### config.mk
export PLATFORM = sky130hd
export DESIGN_NAME = lsa_adder
export DESIGN_NICKNAME = d
export VERILOG_FILES = /design/src/rtl/lsa_pkg.sv /design/src/rtl/lsa_lane.sv /design/src/rtl/lsa_resolve.sv /design/src/rtl/lsa_incr.sv /design/src/rtl/lsa_adder.sv
export SDC_FILE = /design/constraint.sdc
export NUM_CORES = 2
export LEC_CHECK = 0
export ABC_AREA = 1
export BUFFER_PORTS_ARGS = -buffer_cell sky130_fd_sc_hd__buf_4
export CAP_MARGIN = 15
export CORE_UTILIZATION = 25
export DETAILED_ROUTE_END_ITERATION = 6
export PLACE_DENSITY = 0.4
export SLEW_MARGIN = 5
export SYNTH_ARGS = -nofsm -noshare
export SYNTH_HDL_FRONTEND = slang
export SYNTH_SLANG_ARGS = --single-unit
### constraint.sdc
create_clock -name clk -period 5.5 [get_ports clk]
set_input_delay 0.825 -clock clk [delete_from_list [all_inputs] [get_ports clk]]
set_output_delay 0.825 -clock clk [all_outputs]
set_load 0.02 [all_outputs]
### src/rtl/lsa_pkg.sv
package lsa_pkg;

    localparam int unsigned LANE_W_DEF = 64;
    localparam int unsigned LANES_DEF  = 4;

    // Choice of whether the lane stage is registered before cross-lane resolution
    typedef enum logic {
        STAGE_COMB = 1'b0,
        STAGE_REG  = 1'b1
    } stage_e;

    // Per-lane flags produced by the lane stage
    typedef struct packed {
        logic carry;   // lane generated a carry out of its top bit
        logic bubble;  // lane partial sum is all ones
    } lane_flag_t;

    function automatic int unsigned stage_latency(input stage_e st);
        return (st == STAGE_REG) ? 2 : 1;
    endfunction

endpackage

### src/rtl/lsa_lane.sv
module lsa_lane
    import lsa_pkg::*;
#(
    parameter int unsigned LANE_W = LANE_W_DEF
) (
    input  logic [LANE_W-1:0] op_x,
    input  logic [LANE_W-1:0] op_y,
    output logic [LANE_W-1:0] part_sum,
    output lane_flag_t        flag
);
    logic [LANE_W-1:0] gen_v;
    logic [LANE_W-1:0] prop_v;
    logic [LANE_W-1:0] cy_v;

    always_comb begin
        gen_v       = op_x & op_y;
        prop_v      = op_x ^ op_y;
        part_sum    = op_x + op_y;
        // bit i: a carry leaves position i
        cy_v        = gen_v | (prop_v & ~part_sum);
        flag.carry  = cy_v[LANE_W-1];
        flag.bubble = &part_sum;
    end

endmodule

### src/rtl/lsa_resolve.sv
module lsa_resolve #(
    parameter int unsigned LANES = 4
) (
    input  logic [LANES-1:0] lane_cy,
    input  logic [LANES-1:0] lane_bub,
    input  logic             cin,
    output logic [LANES-1:0] lane_inc,
    output logic             cout
);
    logic [LANES-1:0] cy_mask;
    logic [LANES-1:0] run_end;

    generate
        if (LANES == 1) begin : g_single
            assign cy_mask = cin;
        end else begin : g_multi
            assign cy_mask = {lane_cy[LANES-2:0], cin};
        end
    endgenerate

    always_comb begin
        // add carries into the bubble runs; the surviving bits mark run ends
        run_end  = (cy_mask + lane_bub) & ~lane_bub;
        // subtracting fills each run from its entry carry up to its end
        lane_inc = run_end | (run_end - cy_mask);
        cout     = lane_cy[LANES-1] | (lane_bub[LANES-1] & lane_inc[LANES-1]);
    end

endmodule

### src/rtl/lsa_incr.sv
module lsa_incr #(
    parameter int unsigned LANE_W = 64,
    parameter int unsigned LANES  = 4
) (
    input  logic [LANE_W*LANES-1:0] part_sum,
    input  logic [LANES-1:0]        lane_inc,
    output logic [LANE_W*LANES-1:0] sum
);
    generate
        for (genvar k = 0; k < LANES; k++) begin : g_lane
            assign sum[k*LANE_W +: LANE_W] =
                part_sum[k*LANE_W +: LANE_W] + {{(LANE_W-1){1'b0}}, lane_inc[k]};
        end
    endgenerate

endmodule

### src/rtl/lsa_adder.sv
module lsa_adder
    import lsa_pkg::*;
#(
    parameter int unsigned LANE_W    = LANE_W_DEF,
    parameter int unsigned LANES     = LANES_DEF,
    parameter stage_e      MID_STAGE = STAGE_REG
) (
    input  logic                    clk,
    input  logic                    rst,
    input  logic                    in_vld,
    input  logic [LANE_W*LANES-1:0] in_a,
    input  logic [LANE_W*LANES-1:0] in_b,
    input  logic                    in_cin,
    output logic                    out_vld,
    output logic [LANE_W*LANES-1:0] out_sum,
    output logic                    out_cout
);
    localparam int unsigned TOT_W = LANE_W * LANES;

    typedef struct packed {
        logic             vld;
        logic             cin;
        logic [TOT_W-1:0] psum;
        logic [LANES-1:0] cy;
        logic [LANES-1:0] bub;
    } mid_t;

    mid_t             mid_d;
    mid_t             mid_q;
    lane_flag_t       flg [LANES];
    logic [TOT_W-1:0] psum_w;
    logic [LANES-1:0] inc_w;
    logic             cout_w;
    logic [TOT_W-1:0] sum_w;

    // Lane stage
    generate
        for (genvar k = 0; k < LANES; k++) begin : g_lane
            lsa_lane #(.LANE_W(LANE_W)) u_lane (
                .op_x     (in_a[k*LANE_W +: LANE_W]),
                .op_y     (in_b[k*LANE_W +: LANE_W]),
                .part_sum (psum_w[k*LANE_W +: LANE_W]),
                .flag     (flg[k])
            );
            assign mid_d.cy[k]  = flg[k].carry;
            assign mid_d.bub[k] = flg[k].bubble;
        end
    endgenerate

    assign mid_d.vld  = in_vld;
    assign mid_d.cin  = in_cin;
    assign mid_d.psum = psum_w;

    // Optional register between lane stage and cross-lane stage
    generate
        if (MID_STAGE == STAGE_REG) begin : g_mid_reg
            always_ff @(posedge clk) begin
                if (rst) begin
                    mid_q <= '0;
                end else begin
                    mid_q.vld <= mid_d.vld;
                    if (mid_d.vld) begin
                        mid_q.cin  <= mid_d.cin;
                        mid_q.psum <= mid_d.psum;
                        mid_q.cy   <= mid_d.cy;
                        mid_q.bub  <= mid_d.bub;
                    end
                end
            end
        end else begin : g_mid_comb
            assign mid_q = mid_d;
        end
    endgenerate

    // Cross-lane stage
    lsa_resolve #(.LANES(LANES)) u_resolve (
        .lane_cy  (mid_q.cy),
        .lane_bub (mid_q.bub),
        .cin      (mid_q.cin),
        .lane_inc (inc_w),
        .cout     (cout_w)
    );

    lsa_incr #(.LANE_W(LANE_W), .LANES(LANES)) u_incr (
        .part_sum (mid_q.psum),
        .lane_inc (inc_w),
        .sum      (sum_w)
    );

    // Output register
    always_ff @(posedge clk) begin
        if (rst) begin
            out_vld  <= 1'b0;
            out_sum  <= '0;
            out_cout <= 1'b0;
        end else begin
            out_vld <= mid_q.vld;
            if (mid_q.vld) begin
                out_sum  <= sum_w;
                out_cout <= cout_w;
            end
        end
    end

endmodule

* After elaboration in Yosys (flattened, before gate mapping)
Cells that the tools add are included.
** Cells by class
- Bitwise logic cells :: 25
- Reduce and logical (&&, ||, !) cells :: 4
- Add/subtract/negate cells :: 10
** Operator list (count)
- bitwise AND 64 bit :: 8
- adder 64 x 1 -> 64 bit :: 4
- adder 64 bit :: 4
- inverter 64 bit :: 4
- OR 64 bit :: 4
- AND reduction 64 bit :: 4
- XOR 64 bit :: 4
- adder 4 bit :: 1
- bitwise AND 4 bit :: 1
- inverter 4 bit :: 1
- OR 4 bit :: 1
- subtractor 4 bit :: 1
- bitwise AND 1 bit :: 1
- OR 1 bit :: 1
** Word-level totals
- Register bits after elaboration :: 524
- Input bits :: 516
- Logic and storage cells :: 47
- Output and inout port bits :: 258

* Depth between registers and ports, before layout
- Word-level depth :: 6
- Gate-level depth with buffers :: 28

* By module
A second synthesis with hierarchy kept.
** Unflattened totals
- Cells, all modules :: 10541
- Area, all modules :: 53881.7 um^2
** Modules (own cells, without submodules)
- lsa_adder :: cells each 3312, instances 1, area each 21171.6 um^2
- lsa_lane at g_lane[0].u_lane ... :: cells each 1338, instances 2, area each 6062.1 um^2
- lsa_incr :: cells each 1835, instances 1, area each 8126.5 um^2
- lsa_lane at g_lane[3].u_lane :: cells each 1338, instances 1, area each 6152.2 um^2
- lsa_lane at g_lane[2].u_lane :: cells each 1337, instances 1, area each 6062.1 um^2
- lsa_resolve :: cells each 43, instances 1, area each 245.2 um^2

* Worst setup path after synthesis
Ideal clock, no wire load.
- Kind :: input to register
- From :: input in_a[130]
- To :: register mid_q[2] (netlist name)
- Required time :: 5.430 ns
- Library setup time :: 0.070 ns
- Path slack :: 1.407 ns
- Stages on the path :: 25
- Arrival time :: 4.022 ns
- Path buffers :: 1
- Cells stage by stage :: ha_1 -> buf_2 -> or2_1 -> nand3_1 -> nand2_1 -> nand2_1 -> nand2_1 -> nand2_1 -> nand2_1 -> nand2_1 -> nand2_1 -> a221oi_1 -> fa_1 -> or2_2 -> nor3_1 -> nand3_1 -> nor2_1 -> nand2_1 -> nor2_1 -> nand2_1 -> nor2_1 -> nand4_1 -> nor2_1 -> nand3_1 -> a21oi_1
** Between the ends
- Longest elaborated chain between the ends :: 2
** RTL lines
- start: declaration :: line lsa_adder.sv:11 : input logic [LANE_W*LANES-1:0] in_a,
- adder 64 bit :: line lsa_lane.sv:18 : part_sum = op_x + op_y;
- AND reduction 64 bit :: line lsa_lane.sv:22 : flag.bubble = &part_sum;
- end: declaration :: line lsa_adder.sv:29 : mid_t mid_q;
Every way passes these cells.
A chain may end at the register's enable or synchronous reset.

* Worst setup path after layout
- From :: input in_a[2]
- To :: register mid_q[0] (netlist name)
The elaborated chain is that of the path after synthesis.

==> impl_metrics.csv <==
group,metric,value,unit
route,firstDrtPassIters,6,
min_path,min-delay-start,"in_cin",
clocking,post_cts_buffers,0,
min_path,holdPathEnd,"mid_q[264]",
global_routing,track_usage,22.5,%
route,wirelength,232000,µm
sta,fmax,202,MHz
min_path,hold_class,"input pin to register",
sta,skew,28.5,ps
clocking,numCtsBuffers,73,
placed_design,placed_area,58700,µm²
yosys,synth.most_common_cell,"nand2_1",
floorplanning,die_x,447,µm
critical_path,path_common_cell,"nand2_1",
critical_path,r2r_slack,620,ps
critical_path,cp_max_fo,6,
route,drtIter0Drc,3275,
power_and_ir_drop,ir_worst_vdd,0.194,mV
sta,setup_viol,0,
route,wl_per_cell,18.6,µm
clocking,cts_root_buffer,"clkbuf_16",
final_layout,syn_to_final_growth,23.5,%
power_and_ir_drop,switchingPower,5390,µW
floorplanning,initial_core_util,25.1,%
yosys,yosys.area.top_type_share,21.2,%
outcome,status,"finished, final reports clean",
power_and_ir_drop,power_leakage,0.0347,µW
placed_design,place.gp.congestion,0.940,
sta,setup_tns,0,ps
critical_path,r2r-end,"out_sum[255]",
critical_path,critPathArrivalTime,5530,ps
power_and_ir_drop,intPower,8640,µW
clocking,insertion_delay,680,ps
sta,fin_ws,547,ps
power_and_ir_drop,p_clk_share,35.0,%
critical_path,end_kind,"register",
sta,hold_viol,0,
placed_design,io_buffers,773,
sta,rsz0062_at_grt,"false",
floorplanning,die_h,447,µm
yosys,synthArstFlopShare,0,%
final_layout,fin_area,61200,µm²
critical_path,ff2ff_path_depth,22,
clocking,cts.repair.resized,0,
clocking,cts_hold_buf,0,
floorplanning,coreArea,197000,µm²
final_layout,final_net_count,10600,
global_routing,grt_pass1_vias,54000,
sta,slew_headroom,28.1,%
floorplanning,dieArea,200000,µm²
route,ant_nets,0,
route,vias,55500,
yosys,synth-edff-count,0,
critical_path,max_stage_delay,520,ps
global_routing,grt_pass1_wl,339000,µm
power_and_ir_drop,power_frac_seq,31.5,%
power_and_ir_drop,power_density,229,nW/µm²
placed_design,dpl.hpwl,197000,µm
yosys,ys.flop_type,"dfxtp_1",
yosys,yosys-top-cells-area,"dfxtp_1 21%, nand2_1 21%, inv_1 14%",
critical_path,worstSetupPathType,"input pin to register",
yosys,ys_seq_area_share,21.2,%
floorplanning,row_count,163,
final_layout,layout-drive-gt1-share,10.9,%
global_routing,antenna_found_initial,3,
yosys,yosysUniqueCellTypes,53,
clocking,path_clk_slew,60,ps
sta,layout_min_cycle_time,4950,ps
yosys,synth_area,49500,µm²
critical_path,crit_required,6070,ps
critical_path,slowest_stage,"fa_1",
route,drc,0,
min_path,hold_depth,3,
placed_design,dp_slack,-289,ps
clocking,clockBufferDepth,3,
flow_run,drv_cap,0,
critical_path,reg2reg_from,"mid_q[264]",
yosys,syn_inst,9009,
power_and_ir_drop,p_comb_share,33.6,%
yosys,synthTopCellsByCount,"2781 x nand2_1, 1906 x inv_1, 1236 x nor2_1",
yosys,synthesis.nets,9798,
sta,worst_slew_pin_slew,1070,ps
clocking,htreeDepth,3,
route,viasPerCell,4.45,
yosys,syn-mean-instance-area,5.50,µm²
global_routing,grt_max_degree,206,
sta,period_share,90.1,%
power_and_ir_drop,switching_share,38.4,%
clocking,cts_num_sinks,524,
sta,drv_slew,0,
critical_path,cp-start-kind,"input pin",
floorplanning,ios,774,
clocking,cts_tree,"done",
global_routing,grt_remaining_overflow,0,
yosys,synth_area_leader_cell,"dfxtp_1",
yosys,ys_seq_elements,524,
yosys,yosys_warnings,0,
==> kinds of logic after synthesis <==
group / after synthesis / synth area share (%)
compound gates: 1021 / 11.0
buf+inv: 2089 / 15.8
flops: 524 / 21.2
xor+xnor: 273 / 4.83
fa+ha+maj: 273 / 7.03
simple gates: 4829 / 40.1
==> worst max-delay path: cells and delay by family <==
| kind | cells | cell delay (ps) |
|---|---|---|
| compound gates | 2 | 430 |
| fa+ha+maj | 2 | 910 |
| buf+inv | 5 | 620 |
| simple gates | 22 | 2720 |
==> routing by layer <==
| metal | routed length, µm | global-route usage (%) |
|---|---|---|
| met2 | 112000 | 39.6 |
| met3 | 8430 | 2.28 |
| met5 | 0 | 0 |
| met4 | 8750 | 7.69 |
| met1 | 103000 | 28.2 |
==> layout make-up <==
cell class,instances,area (µm²)
diodes,4,10.0
clock buffers,107,2170
clock inverters,27,305
fillers,22800,136000
inverters,1916,7210
multi-input cells,6396,31200
flip-flops and latches,524,10500
well taps,2640,3300
repair buffers,852,6460
==> power groups by stage <==
stage	clock, µW	sequential (µW)	combinational (µW)
6_report	4910	4420	4710
5_1_grt	5240	4450	5270
4_1_cts	5100	4420	4760
3_5_place_dp	0	4500	4730
3_3_place_gp	0	4500	4740
2_1_floorplan	0	4520	2680
==> per-stage QoR <==
stage	cells	util (%)	total power (µW)	hold WS, ps
global route	12500	31.0	15000	394
global placement	12300	29.8	9240	457
detailed placement	12300	29.8	9230	461
CTS	12500	31.0	14300	360
floorplan	9009	-	7200	445
finish	12500	31.0	14000	417
==> flip-flops by register name (all words and copies together) (netlist names) <==
name,count
out_vld,1
mid_q,266
out_sum,256
out_cout,1
==> cell usage in the layout (no fill, tap or decap), types with 67 or more instances in the layout <==
| master | Yosys | final |
|---|---|---|
| a21oi_1 | 383 | 383 |
| buf_4 | 0 | 846 |
| clkbuf_16 | 0 | 75 |
| dfxtp_1 | 524 | 523 |
| ha_1 | 264 | 264 |
| inv_1 | 1906 | 1905 |
| nand2_1 | 2781 | 2781 |
| nand3_1 | 333 | 333 |
| nand4_1 | 122 | 122 |
| nor2_1 | 1236 | 1236 |
| nor3_1 | 169 | 169 |
| o211ai_1 | 82 | 82 |
| o21ai_0 | 471 | 471 |
| xnor2_1 | 67 | 67 |
| xor2_1 | 206 | 206 |
==> how the worst max path moves through the flow <==
stage / from / endpoint / slack, ps
floorplan: in_a[130] / mid_q[2] / 1410
global placement: in_a[2] / mid_q[0] / -1300
detailed placement: in_a[2] / mid_q[0] / -290
CTS: in_a[2] / mid_q[0] / 410
global route: in_a[2] / mid_q[0] / 90
finish: in_a[2] / mid_q[0] / 550
Power figures use the tool's default switching activity.
